File: src/rtl/nru2_pkg.sv
package nru2_pkg;
  localparam int unsigned LFSR_W = 8;

  // x^8 + x^6 + x^5 + x^4 + 1, shift toward MSB
  function automatic logic [LFSR_W-1:0] lfsr_step(input logic [LFSR_W-1:0] s);
    return {s[LFSR_W-2:0], s[7] ^ s[5] ^ s[4] ^ s[3]};
  endfunction
endpackage

File: src/rtl/nru2_lfsr.sv
module nru2_lfsr
  import nru2_pkg::*;
(
  input  logic              clk_i,
  input  logic              rst_ni,
  output logic [LFSR_W-1:0] state_o
);
  logic [LFSR_W-1:0] st_d, st_q;

  always_comb st_d = lfsr_step(st_q);

  always_ff @(posedge clk_i or negedge rst_ni) begin
    if (!rst_ni) st_q <= LFSR_W'(1);
    else         st_q <= st_d;
  end

  assign state_o = st_q;
endmodule

File: src/rtl/nru2_usage_track.sv
module nru2_usage_track #(
  parameter int unsigned NUM_BLK    = 8,
  parameter int unsigned VRU_PERIOD = 4,
  parameter int unsigned RU_RATIO   = 4,
  localparam int unsigned IDX_W = (NUM_BLK > 1) ? $clog2(NUM_BLK) : 1,
  localparam int unsigned CNT_W = (VRU_PERIOD > 1) ? $clog2(VRU_PERIOD) : 1,
  localparam int unsigned GRP_W = (RU_RATIO > 1) ? $clog2(RU_RATIO) : 1
) (
  input  logic               clk_i,
  input  logic               rst_ni,
  input  logic               acc_vld_i,
  input  logic [IDX_W-1:0]   acc_idx_i,
  output logic [NUM_BLK-1:0] ru_o,
  output logic [NUM_BLK-1:0] vru_o
);
  logic [CNT_W-1:0]   cnt_d, cnt_q;
  logic [GRP_W-1:0]   grp_d, grp_q;
  logic [NUM_BLK-1:0] ru_d, ru_q, vru_d, vru_q, hit;
  logic               clr_short, clr_long;

  always_comb begin
    cnt_d     = cnt_q;
    grp_d     = grp_q;
    clr_short = 1'b0;
    clr_long  = 1'b0;
    hit       = '0;
    if (acc_vld_i) begin
      hit[acc_idx_i] = 1'b1;
      if (cnt_q == CNT_W'(VRU_PERIOD - 1)) begin
        cnt_d     = '0;
        clr_short = 1'b1;
        if (grp_q == GRP_W'(RU_RATIO - 1)) begin
          grp_d    = '0;
          clr_long = 1'b1;
        end else begin
          grp_d = grp_q + GRP_W'(1);
        end
      end else begin
        cnt_d = cnt_q + CNT_W'(1);
      end
    end
    // the accessed block wins over a same-cycle wipe
    vru_d = (clr_short ? '0 : vru_q) | hit;
    ru_d  = (clr_long  ? '0 : ru_q)  | hit;
  end

  always_ff @(posedge clk_i or negedge rst_ni) begin
    if (!rst_ni) begin
      cnt_q <= '0;
      grp_q <= '0;
      ru_q  <= '0;
      vru_q <= '0;
    end else if (acc_vld_i) begin
      cnt_q <= cnt_d;
      grp_q <= grp_d;
      ru_q  <= ru_d;
      vru_q <= vru_d;
    end
  end

  assign ru_o  = ru_q;
  assign vru_o = vru_q;
endmodule

File: src/rtl/nru2_pick.sv
module nru2_pick #(
  parameter int unsigned NUM_BLK = 8,
  localparam int unsigned IDX_W = (NUM_BLK > 1) ? $clog2(NUM_BLK) : 1
) (
  input  logic [NUM_BLK-1:0] cand_i,
  input  logic [NUM_BLK-1:0] ru_i,
  input  logic [NUM_BLK-1:0] vru_i,
  input  logic [IDX_W-1:0]   rnd_i,
  output logic               any_o,
  output logic [IDX_W-1:0]   idx_o
);
  logic [NUM_BLK-1:0] cls_idle, cls_old;
  logic [IDX_W-1:0]   idx_idle, idx_old, idx_rnd, j;
  logic               f_idle, f_old, f_rnd;

  assign cls_idle = cand_i & ~ru_i & ~vru_i;
  assign cls_old  = cand_i &  ru_i & ~vru_i;

  always_comb begin
    f_idle = 1'b0; idx_idle = '0;
    f_old  = 1'b0; idx_old  = '0;
    f_rnd  = 1'b0; idx_rnd  = '0;
    j      = '0;
    for (int k = 0; k < NUM_BLK; k++) begin
      if (!f_idle && cls_idle[k]) begin
        f_idle = 1'b1; idx_idle = IDX_W'(k);
      end
      if (!f_old && cls_old[k]) begin
        f_old = 1'b1; idx_old = IDX_W'(k);
      end
    end
    for (int k = 0; k < NUM_BLK; k++) begin
      j = IDX_W'((32'(rnd_i) + 32'(k)) % NUM_BLK);
      if (!f_rnd && cand_i[j]) begin
        f_rnd = 1'b1; idx_rnd = j;
      end
    end
  end

  assign any_o = f_rnd;
  assign idx_o = f_idle ? idx_idle : (f_old ? idx_old : idx_rnd);
endmodule

File: src/rtl/nru2_victim_sel.sv
module nru2_victim_sel #(
  parameter int unsigned NUM_BLK    = 8,
  parameter int unsigned VRU_PERIOD = 4,
  parameter int unsigned RU_RATIO   = 4,
  localparam int unsigned IDX_W = (NUM_BLK > 1) ? $clog2(NUM_BLK) : 1
) (
  input  logic               clk_i,
  input  logic               rst_ni,
  input  logic               acc_vld_i,
  input  logic [IDX_W-1:0]   acc_idx_i,
  input  logic [NUM_BLK-1:0] cand_mask_i,
  input  logic               vic_req_i,
  output logic               vic_vld_o,
  output logic [IDX_W-1:0]   vic_idx_o
);
  import nru2_pkg::*;

  logic [1:0]         rst_sync_q;
  logic               rst_n_sync;
  logic [LFSR_W-1:0]  lfsr;
  logic [NUM_BLK-1:0] ru_bits, vru_bits;
  logic               any_cand;

  always_ff @(posedge clk_i or negedge rst_ni) begin
    if (!rst_ni) rst_sync_q <= 2'b00;
    else         rst_sync_q <= {rst_sync_q[0], 1'b1};
  end
  assign rst_n_sync = rst_sync_q[1];

  nru2_lfsr i_lfsr (
    .clk_i   (clk_i),
    .rst_ni  (rst_n_sync),
    .state_o (lfsr)
  );

  nru2_usage_track #(
    .NUM_BLK    (NUM_BLK),
    .VRU_PERIOD (VRU_PERIOD),
    .RU_RATIO   (RU_RATIO)
  ) i_track (
    .clk_i     (clk_i),
    .rst_ni    (rst_n_sync),
    .acc_vld_i (acc_vld_i),
    .acc_idx_i (acc_idx_i),
    .ru_o      (ru_bits),
    .vru_o     (vru_bits)
  );

  nru2_pick #(.NUM_BLK(NUM_BLK)) i_pick (
    .cand_i (cand_mask_i),
    .ru_i   (ru_bits),
    .vru_i  (vru_bits),
    .rnd_i  (lfsr[IDX_W-1:0]),
    .any_o  (any_cand),
    .idx_o  (vic_idx_o)
  );

  assign vic_vld_o = vic_req_i & any_cand;
endmodule

File: config.mk
export PLATFORM = sky130hd
export DESIGN_NAME = nru2_victim_sel
export DESIGN_NICKNAME = d
export VERILOG_FILES = /design/src/rtl/nru2_pkg.sv /design/src/rtl/nru2_lfsr.sv /design/src/rtl/nru2_usage_track.sv /design/src/rtl/nru2_pick.sv /design/src/rtl/nru2_victim_sel.sv
export SDC_FILE = /design/constraint.sdc
export NUM_CORES = 1
export LEC_CHECK = 0
export ABC_CLOCK_PERIOD_IN_PS = 3500
export BUFFER_PORTS_ARGS = -buffer_cell sky130_fd_sc_hd__buf_2
export CORE_MARGIN = 5
export CORE_UTILIZATION = 40
export DETAILED_ROUTE_END_ITERATION = 10
export GPL_TIMING_DRIVEN = 0
export PLACE_DENSITY = 0.67
export SLEW_MARGIN = 20
export SYNTH_ARGS = -nofsm -noshare
export SYNTH_HDL_FRONTEND = slang
export SYNTH_SLANG_ARGS = --single-unit
export TNS_END_PERCENT = 30
File: constraint.sdc
create_clock -name clk_i -period 3.5 [get_ports clk_i]
set_input_delay 0.175 -clock clk_i [delete_from_list [all_inputs] [get_ports clk_i]]
set_output_delay 0.175 -clock clk_i [all_outputs]
set_load 0.1 [all_outputs]
==> results of run 1 <==
path summary, 6_finish.rpt:
kind                                         startpoint                           end  slack [ns]  cells after the start
hold / removal                                   rst_ni       rst_sync_q[1]$_DFF_PN0_        0.20                      2
setup / recovery            i_lfsr.state_o[0]$_DFF_PN1_                  vic_idx_o[0]        0.07                     10
min in group clk_i                         acc_idx_i[0]  i_track.vru_o[7]$_DFFE_PN0P_        0.21                      3
max in group asynchronous       rst_sync_q[1]$_DFF_PN0_  i_track.vru_o[0]$_DFFE_PN0P_        2.84                      0
hold reg to reg                 rst_sync_q[1]$_DFF_PN0_   i_track.ru_o[5]$_DFFE_PN0P_        0.27                      0
setup reg to reg           i_track.cnt_q[0]$_DFFE_PN0P_  i_track.grp_q[0]$_DFFE_PN0P_        2.05                      5
where the power goes:
group	internal, W	switching (W)	total (W)
clock network	0.000303	0.000127	0.000430
logic	0.000400	0.000588	0.000988
registers	0.000449	0.0000830	0.000532
total	0.00115	0.000798	0.00195
timing repair:
item                                    in CTS  in global routing
buffers inserted                             9                 11
hold buffers                                 1                  0
pin swaps                                    4                  5
endpoints found under the setup margin       4                  4
gates resized for setup                     25                  5
hold endpoints to repair                     2                  0
cells by family after synthesis:
| group | after synthesis |
|---|---|
| XOR/XNOR | 6 |
| multiplexers | 35 |
| adder cells (fa/ha/maj) | 4 |
| flip-flops | 30 |
| other | 1 |
| buffers and inverters | 24 |
| AO/OA/AOI/OAI | 55 |
| AND/OR/NAND/NOR | 81 |
stage by stage:
stage	instance area (um^2)	utilization	setup WS, ns	total power, W	TNS (ns)
final	3030	0.512	0.0715	0.00195	0
after global routing	3030	0.512	-0.0958	0.00206	-0.123
after CTS	2960	0.500	0.00627	0.00195	0
after detailed placement	2640	0.446	-0.242	0.00139	-0.589
after global placement	2640	0.446	-0.217	0.00137	-0.473
after floorplan	2460	-	-0.0904	0.00123	-0.0904
critical path, cell delays in order, from the launching register on:
cell                        delay (ns)
sky130_fd_sc_hd__dfstp_2          0.60
sky130_fd_sc_hd__clkinv_4         0.08
sky130_fd_sc_hd__ha_4             0.32
sky130_fd_sc_hd__mux4_2           0.58
sky130_fd_sc_hd__mux2i_1          0.18
sky130_fd_sc_hd__nand2_2          0.12
sky130_fd_sc_hd__nor3_4           0.26
sky130_fd_sc_hd__a21o_1           0.19
sky130_fd_sc_hd__o2111ai_4        0.12
sky130_fd_sc_hd__a211oi_4         0.29
sky130_fd_sc_hd__buf_12           0.21
metal layers:
| layer | vias up | global-route usage | wire (um) |
|---|---|---|---|
| li1 | 984 | - | - |
| met1 | 977 | 0.212 | 2480 |
| met3 | 9 | 0.0226 | 227 |
| met5 | - | 0 | 0 |
| met2 | 50 | 0.255 | 2770 |
| met4 | 0 | 0.0563 | 82 |
flip-flops by register name, summed over array words and instances (netlist names):
signal	flops
i_track.cnt_q	2
i_track.vru_o	8
rst_sync_q	2
i_track.ru_o	8
i_track.grp_q	2
i_lfsr.state_o	8
layout make-up:
cell class / instances / area, um^2
Clock buffer: 6 / 82.6
Timing Repair Buffer: 38 / 285
Inverter: 7 / 35.0
Clock inverter: 2 / 60.1
Multi-Input combinational cell: 182 / 1630
Fill cell: 532 / 2890
Tap cell: 75 / 93.8
Buffer: 15 / 91.3
Sequential cell: 30 / 753
synth_stat cells, types with 6 or more instances:
cell type,number,share of area
sky130_fd_sc_hd__mux4_2,12,0.11
sky130_fd_sc_hd__dfrtp_1,29,0.30
sky130_fd_sc_hd__o21ai_0,11,0.023
sky130_fd_sc_hd__nor3b_1,6,0.018
sky130_fd_sc_hd__clkbuf_1,7,0.011
sky130_fd_sc_hd__mux2_2,7,0.032
sky130_fd_sc_hd__nor2_1,20,0.031
sky130_fd_sc_hd__mux4_1,6,0.065
sky130_fd_sc_hd__mux2i_1,9,0.037
sky130_fd_sc_hd__buf_2,6,0.012
sky130_fd_sc_hd__nor3_1,6,0.012
sky130_fd_sc_hd__nand2_1,22,0.034
sky130_fd_sc_hd__a21o_1,14,0.043
==> summary.txt, run 1 <==
Place
  – Estimated wirelength of the detail-placed design: between 4000 and 5000 um
  – Total of buffers placed on input and output ports: 17
  – Number of cells in the design after placement: 328
  – Placer Congestion: 0.837

Timing
  – Setup repair after global routing missed its margin: yes
  – Worst-case clock skew: about 0.0064 ns
  – Clock period minus final worst setup slack: approximately 3.4 ns
  – Final hold slack: 0.198 ns
  – Ratio of final minimum period to clock period: 0.980
  – Max Freq: 292 MHz
  – Max-slew headroom: 0.610
  – Final Max Tran Viols: 0
  – Final Hold Violating Endpoints: 0
  – Count of endpoints failing setup in the final report: 0
  – Transition time at the pin with the least slew margin: around 0.6 ns

Global routing
  – Antenna violations before repair: 0
  – Global route total overflow: 0
  – Wire length of the first global-routing pass: around 9500 um
  – Gr usage total: 0.156
  – Via count of the first global-routing pass: just under 2000
  – Maximum number of pins on one net before global-route repair: 29

Synthesis
  – Post-Synth XOR/XNOR Area: 0.0216
  – Post-synth EDFFs: 0
  – Post-synthesis sequential area ratio: 0.309
  – Synth Area in Adders: 0.0206
  – Dominant combinational cell family by area after synthesis: multiplexers
  – Total nets after synthesis: around 260
  – Share of synthesized cell area in and, or, nand and nor gates: 0.174
  – Synthesized netlist cell count: 236
  – Mean post-synth cell area: ~10 um^2
  – Share of flip-flops with an asynchronous set or reset after synthesis: 1.00
  – Flops & latches, synth: 30
  – Main synth FF type: sky130_fd_sc_hd__dfrtp_1
  – Mux share of post-synthesis cell area: 0.254
  – Share of the synthesized area in compound gates (AO/OA/AOI/OAI): 0.170
  – Number of unique standard cell types used by synthesis: 60
  – Total standard cell area after synthesis: ~2400 um^2
  – Total of warnings raised by yosys: 0

Critical path
  – Crit path DAT: 3.25 ns
  – Sort of element at the end of the critical path: primary output
  – Worst EP required: around 3.3 ns
  – Startpoint-to-endpoint class of the critical path: reg2out
  – Worst-path fanout max: 5
  – CP startpoint kind: flop

Route
  – Count of unresolved DRC violations after routing: 0
  – Drt first-iter violations: ~160
  – Routed wire length: roughly 5600 um
  – Wire length per cell after detailed routing: about 16 um
  – Post-detailed-route count of antenna-violating nets: 0
  – Vias post-DR: between 2000 and 2500
  – Drt pass-1 iters: 5
  – Via density per instance: roughly 5.7

Clock network
  – Maximum number of buffers from clock root to sink: 2
  – CTS H-Tree Depth: 2
  – Number of buffers added by the clock tree synthesis step: 5
  – Latest clock arrival within the worst-skew pair: 0.28 ns
  – Clock tree from TritonCTS: done
  – Root buffer selected by CTS: sky130_fd_sc_hd__clkbuf_8
  – Total clock sinks: 30
  – Clock slew seen by the registers of the worst setup and hold paths: approximately 0.07 ns

Pwr
  – Static Leakage: 1.32 nW
  – Power density over cell area: 643 nW/um^2
  – VDD IR max: 0.725 mV

Layout
  – Area Overhead vs Synth: 24.6%
  – Ant diodes: 0
  – Highest-count cells in the layout ignoring fill and taps: sky130_fd_sc_hd__dfrtp_1, sky130_fd_sc_hd__nand2_1, sky130_fd_sc_hd__buf_4
  – Layout net count: roughly 300
  – Post-route non-filler standard cell count: 355
  – Share of final-layout standard cells stronger than drive strength 1: 0.329
  – Commonest non-fill, non-tap cell in the layout: sky130_fd_sc_hd__dfrtp_1

Die
  – Effective utilization at floorplan: 0.411
  – Count of standard-cell rows: 28
  – Number of primary I/O pins: 19
  – Core ar.: between 5000 and 6000 um^2
  – Overall die area: 7750 um^2
  – Die height: about 88 um
  – Die extent in x: between 80 and 90 um

Hold path
  – Hold Path Class: in2async

Run
  – Maxcap violations: 0

Run status
  – Outcome: completed
Note: power is estimated with default switching activity, not from simulation.
==> inputs of run 2 (changes only) <==
- PLACE_DENSITY: 0.67 -> not set
- PLACE_DENSITY_LB_ADDON: not set -> 0.12
==> run 2 against run 1 <==
Compared with the run above: clock power is 20% lower; critical path depth stayed put; design area shrank 2.5%; critical path type unchanged; largest power group unchanged; combinational power shrank 2.4%.
==> summary.txt, run 2 (synthesized netlist as in run 1, its figures left out) <==
Timing
  – Clock period minus final worst setup slack: 3.38 ns (-0.0482 ns)
  – Max Freq: 296 MHz (+1.4%)
  – Ratio of final minimum period to clock period: 0.966 (-0.0138)
  – Post-Route Setup TNS: 0 ns (unchanged)
  – Count of endpoints failing setup in the final report: 0 (unchanged)
  – Final hold slack: 0.208 ns (+0.0102 ns)
  – Final Max Tran Viols: 0 (unchanged)
  – Max-slew headroom: 0.590 (-0.0201)
  – Final Hold Violating Endpoints: 0 (unchanged)
  – Setup repair after global routing missed its margin: yes
  – Transition time at the pin with the least slew margin: 0.614 ns (+0.0301 ns)
  – Worst-case clock skew: 0.00354 ns (-0.00288 ns)

Critical path
  – Worst-path fanout max: 6 (+1)
  – Startpoint-to-endpoint class of the critical path: reg2out
  – Worst EP required: 3.32 ns (about the same)
  – Crit path DAT: 3.21 ns (-0.04 ns)
  – Combined buffer and inverter count along the critical path: 2 (unchanged)
  – Cell count along the critical path: 10 (unchanged)
  – Delay of the slowest cell on the worst path: 0.59 ns (about the same)
  – CP cell instances: clkinv_4 > ha_4 > mux4_2 > mux2i_1 > nand2_2 > nor3_4 > a21o_1 > o2111ai_2 > a211oi_4 > buf_12
  – Sort of element at the end of the critical path: primary output
  – Crit Reg-Reg Endpoint: i_track.grp_q[0]$_DFFE_PN0P_
  – Max stage delay cell, worst path: sky130_fd_sc_hd__mux4_2
  – Number of cells on the worst reg-to-reg path: 5 (unchanged)
  – Critical path's top delay family: multiplexers
  – Flop2flop setup slack: 2.05 ns (about the same)
  – CP startpoint kind: flop
  – Launching point of the worst reg2reg path: i_track.cnt_q[0]$_DFFE_PN0P_

Layout
  – Core utilization of the finished layout: 0.499 (-0.0129)
  – Layout net count: 293 (-1.7%)
  – Ant diodes: 0 (unchanged)
  – Area Overhead vs Synth: 21.4%
  – Share of final-layout standard cells stronger than drive strength 1: 0.316 (-0.0122)
  – Highest-count cells in the layout ignoring fill and taps: sky130_fd_sc_hd__dfrtp_1, sky130_fd_sc_hd__nand2_1, sky130_fd_sc_hd__nor2_1
  – Commonest non-fill, non-tap cell in the layout: sky130_fd_sc_hd__dfrtp_1
  – Fillers: 544 (+2.3%)

Die
  – Die height: 88.0 um (unchanged)
  – Overall die area: 7750 um^2 (unchanged)
  – Count of standard-cell rows: 28 (unchanged)
  – Number of primary I/O pins: 19 (unchanged)
  – Effective utilization at floorplan: 0.411 (unchanged)
  – Core ar.: 5920 um^2 (unchanged)
  – Die extent in x: 88.0 um (unchanged)

Pwr
  – Int Pwr: 0.00105 W (-9.2%)
  – Clock share of power: 0.187 (-0.034)
  – Combinational group share of total power: 0.525 (+0.018)
  – VDD IR max: 0.813 mV (+12%)
  – Fraction of power spent switching nets: 0.430 (+0.0209)
  – Register share of total power: 0.288 (+0.015)
  – Net switching power: 0.000789 W (-1.1%)
  – Static Leakage: 1.28 nW (-3.3%)
  – Power density over cell area: 621 nW/um^2 (-3.5%)

Route
  – Count of unresolved DRC violations after routing: 0 (unchanged)
  – Routed wire length: 5450 um (-2.1%)
  – Via density per instance: 5.57 (-2.1%)
  – Drt pass-1 iters: 4 (-1)
  – Wire length per cell after detailed routing: 15.6 um (-0.65%)
  – Vias post-DR: 1949 (-3.5%)
  – Post-detailed-route count of antenna-violating nets: 0 (unchanged)
  – Drt first-iter violations: 177 (+11%)

Run
  – Maxcap violations: 0 (unchanged)

Clock network
  – Latest clock arrival within the worst-skew pair: 0.27 ns (about the same)
  – Clock tree from TritonCTS: done
  – Number of buffers added by the clock tree synthesis step: 5 (unchanged)
  – Total clock sinks: 30 (unchanged)
  – Root buffer selected by CTS: sky130_fd_sc_hd__clkbuf_8
  – Clock slew seen by the registers of the worst setup and hold paths: 0.07 ns (about the same)
  – Maximum number of buffers from clock root to sink: 2 (unchanged)
  – CTS H-Tree Depth: 2 (unchanged)

Global routing
  – Maximum number of pins on one net before global-route repair: 29 (unchanged)
  – Gr usage total: 0.152 (-0.00418)
  – Antenna violations before repair: 0 (unchanged)
  – Global route total overflow: 0 (unchanged)
  – Via count of the first global-routing pass: 1852 (-4.3%)
  – Wire length of the first global-routing pass: 9200 um (-2.8%)

Hold path
  – Hold Path Class: in2async

Place
  – Estimated wirelength of the detail-placed design: 4110 um (+1.5%)
  – Placer Congestion: 0.769 (-8.2%)
  – Total of buffers placed on input and output ports: 17 (unchanged)

Run status
  – Outcome: completed
-- run 2: worst max path at each step --
stage                                     start            to  slack [ns]
floorplan           i_lfsr.state_o[1]$_DFF_PN0_  vic_idx_o[0]       -0.09
detailed placement  i_lfsr.state_o[1]$_DFF_PN0_  vic_idx_o[1]       -0.26
finish              i_lfsr.state_o[0]$_DFF_PN1_  vic_idx_o[0]        0.12
global placement    i_lfsr.state_o[1]$_DFF_PN0_  vic_idx_o[1]       -0.25
global route        i_lfsr.state_o[0]$_DFF_PN1_  vic_idx_o[0]       -0.05
CTS                 i_lfsr.state_o[1]$_DFF_PN0_  vic_idx_o[1]        0.01
-- run 2: per-layer routing --
metal | up-vias | wire, um | track usage
met5 | - | 0 | 0
met4 | 0 | 51 | 0.0398
met3 | 4 | 194 | 0.0226
met2 | 40 | 2550 | 0.241
met1 | 942 | 2650 | 0.218
li1 | 963 | - | -
-- run 2: power groups by stage --
stage | sequential [W] | combinational (W) | clock, W
global route | 0.000546 | 0.00103 | 0.000374
CTS | 0.000528 | 0.000970 | 0.000358
finish | 0.000529 | 0.000964 | 0.000343
floorplan | 0.000510 | 0.000722 | 0
detailed placement | 0.000535 | 0.000841 | 0
global placement | 0.000531 | 0.000841 | 0
-- run 2: cell type report --
cell class | instances | area [um^2] | share of cell area
clock inverter | 3 | 45.0 | 0.0152
timing repair buffer | 33 | 244 | 0.0825
buffer | 15 | 87.6 | 0.0296
clock buffer | 5 | 68.8 | 0.0233
tap | 75 | 93.8 | 0.0317
multi-input combinational | 182 | 1630 | 0.551
inverter | 7 | 35.0 | 0.0118
sequential | 30 | 753 | 0.255
-- run 2: per-stage QoR --
stage	setup WS, ns	total power [W]	cells	instance area (um^2)
final	0.120	0.00184	350	2960
after global routing	-0.0522	0.00195	350	2960
after CTS	0.0108	0.00186	343	2910
after detailed placement	-0.260	0.00138	328	2640
after floorplan	-0.0904	0.00123	236	2460
after global placement	-0.247	0.00137	328	2640
-- run 2: worst reg2reg max path: stages (launching register included) --
cell                       delay, ns
sky130_fd_sc_hd__dfrtp_1        0.40
sky130_fd_sc_hd__ha_1           0.23
sky130_fd_sc_hd__nand2_1        0.09
sky130_fd_sc_hd__clkbuf_1       0.37
sky130_fd_sc_hd__nor3_1         0.08
sky130_fd_sc_hd__a21o_1         0.17
-- run 2: what timing repair did --
action | in CTS | in global routing
buffers inserted | 6 | 9
hold buffers | 1 | 0
resized for setup | 23 | 3
setup endpoints to repair | 4 | 4
pin swaps | 4 | 5
hold endpoints to repair | 2 | 0
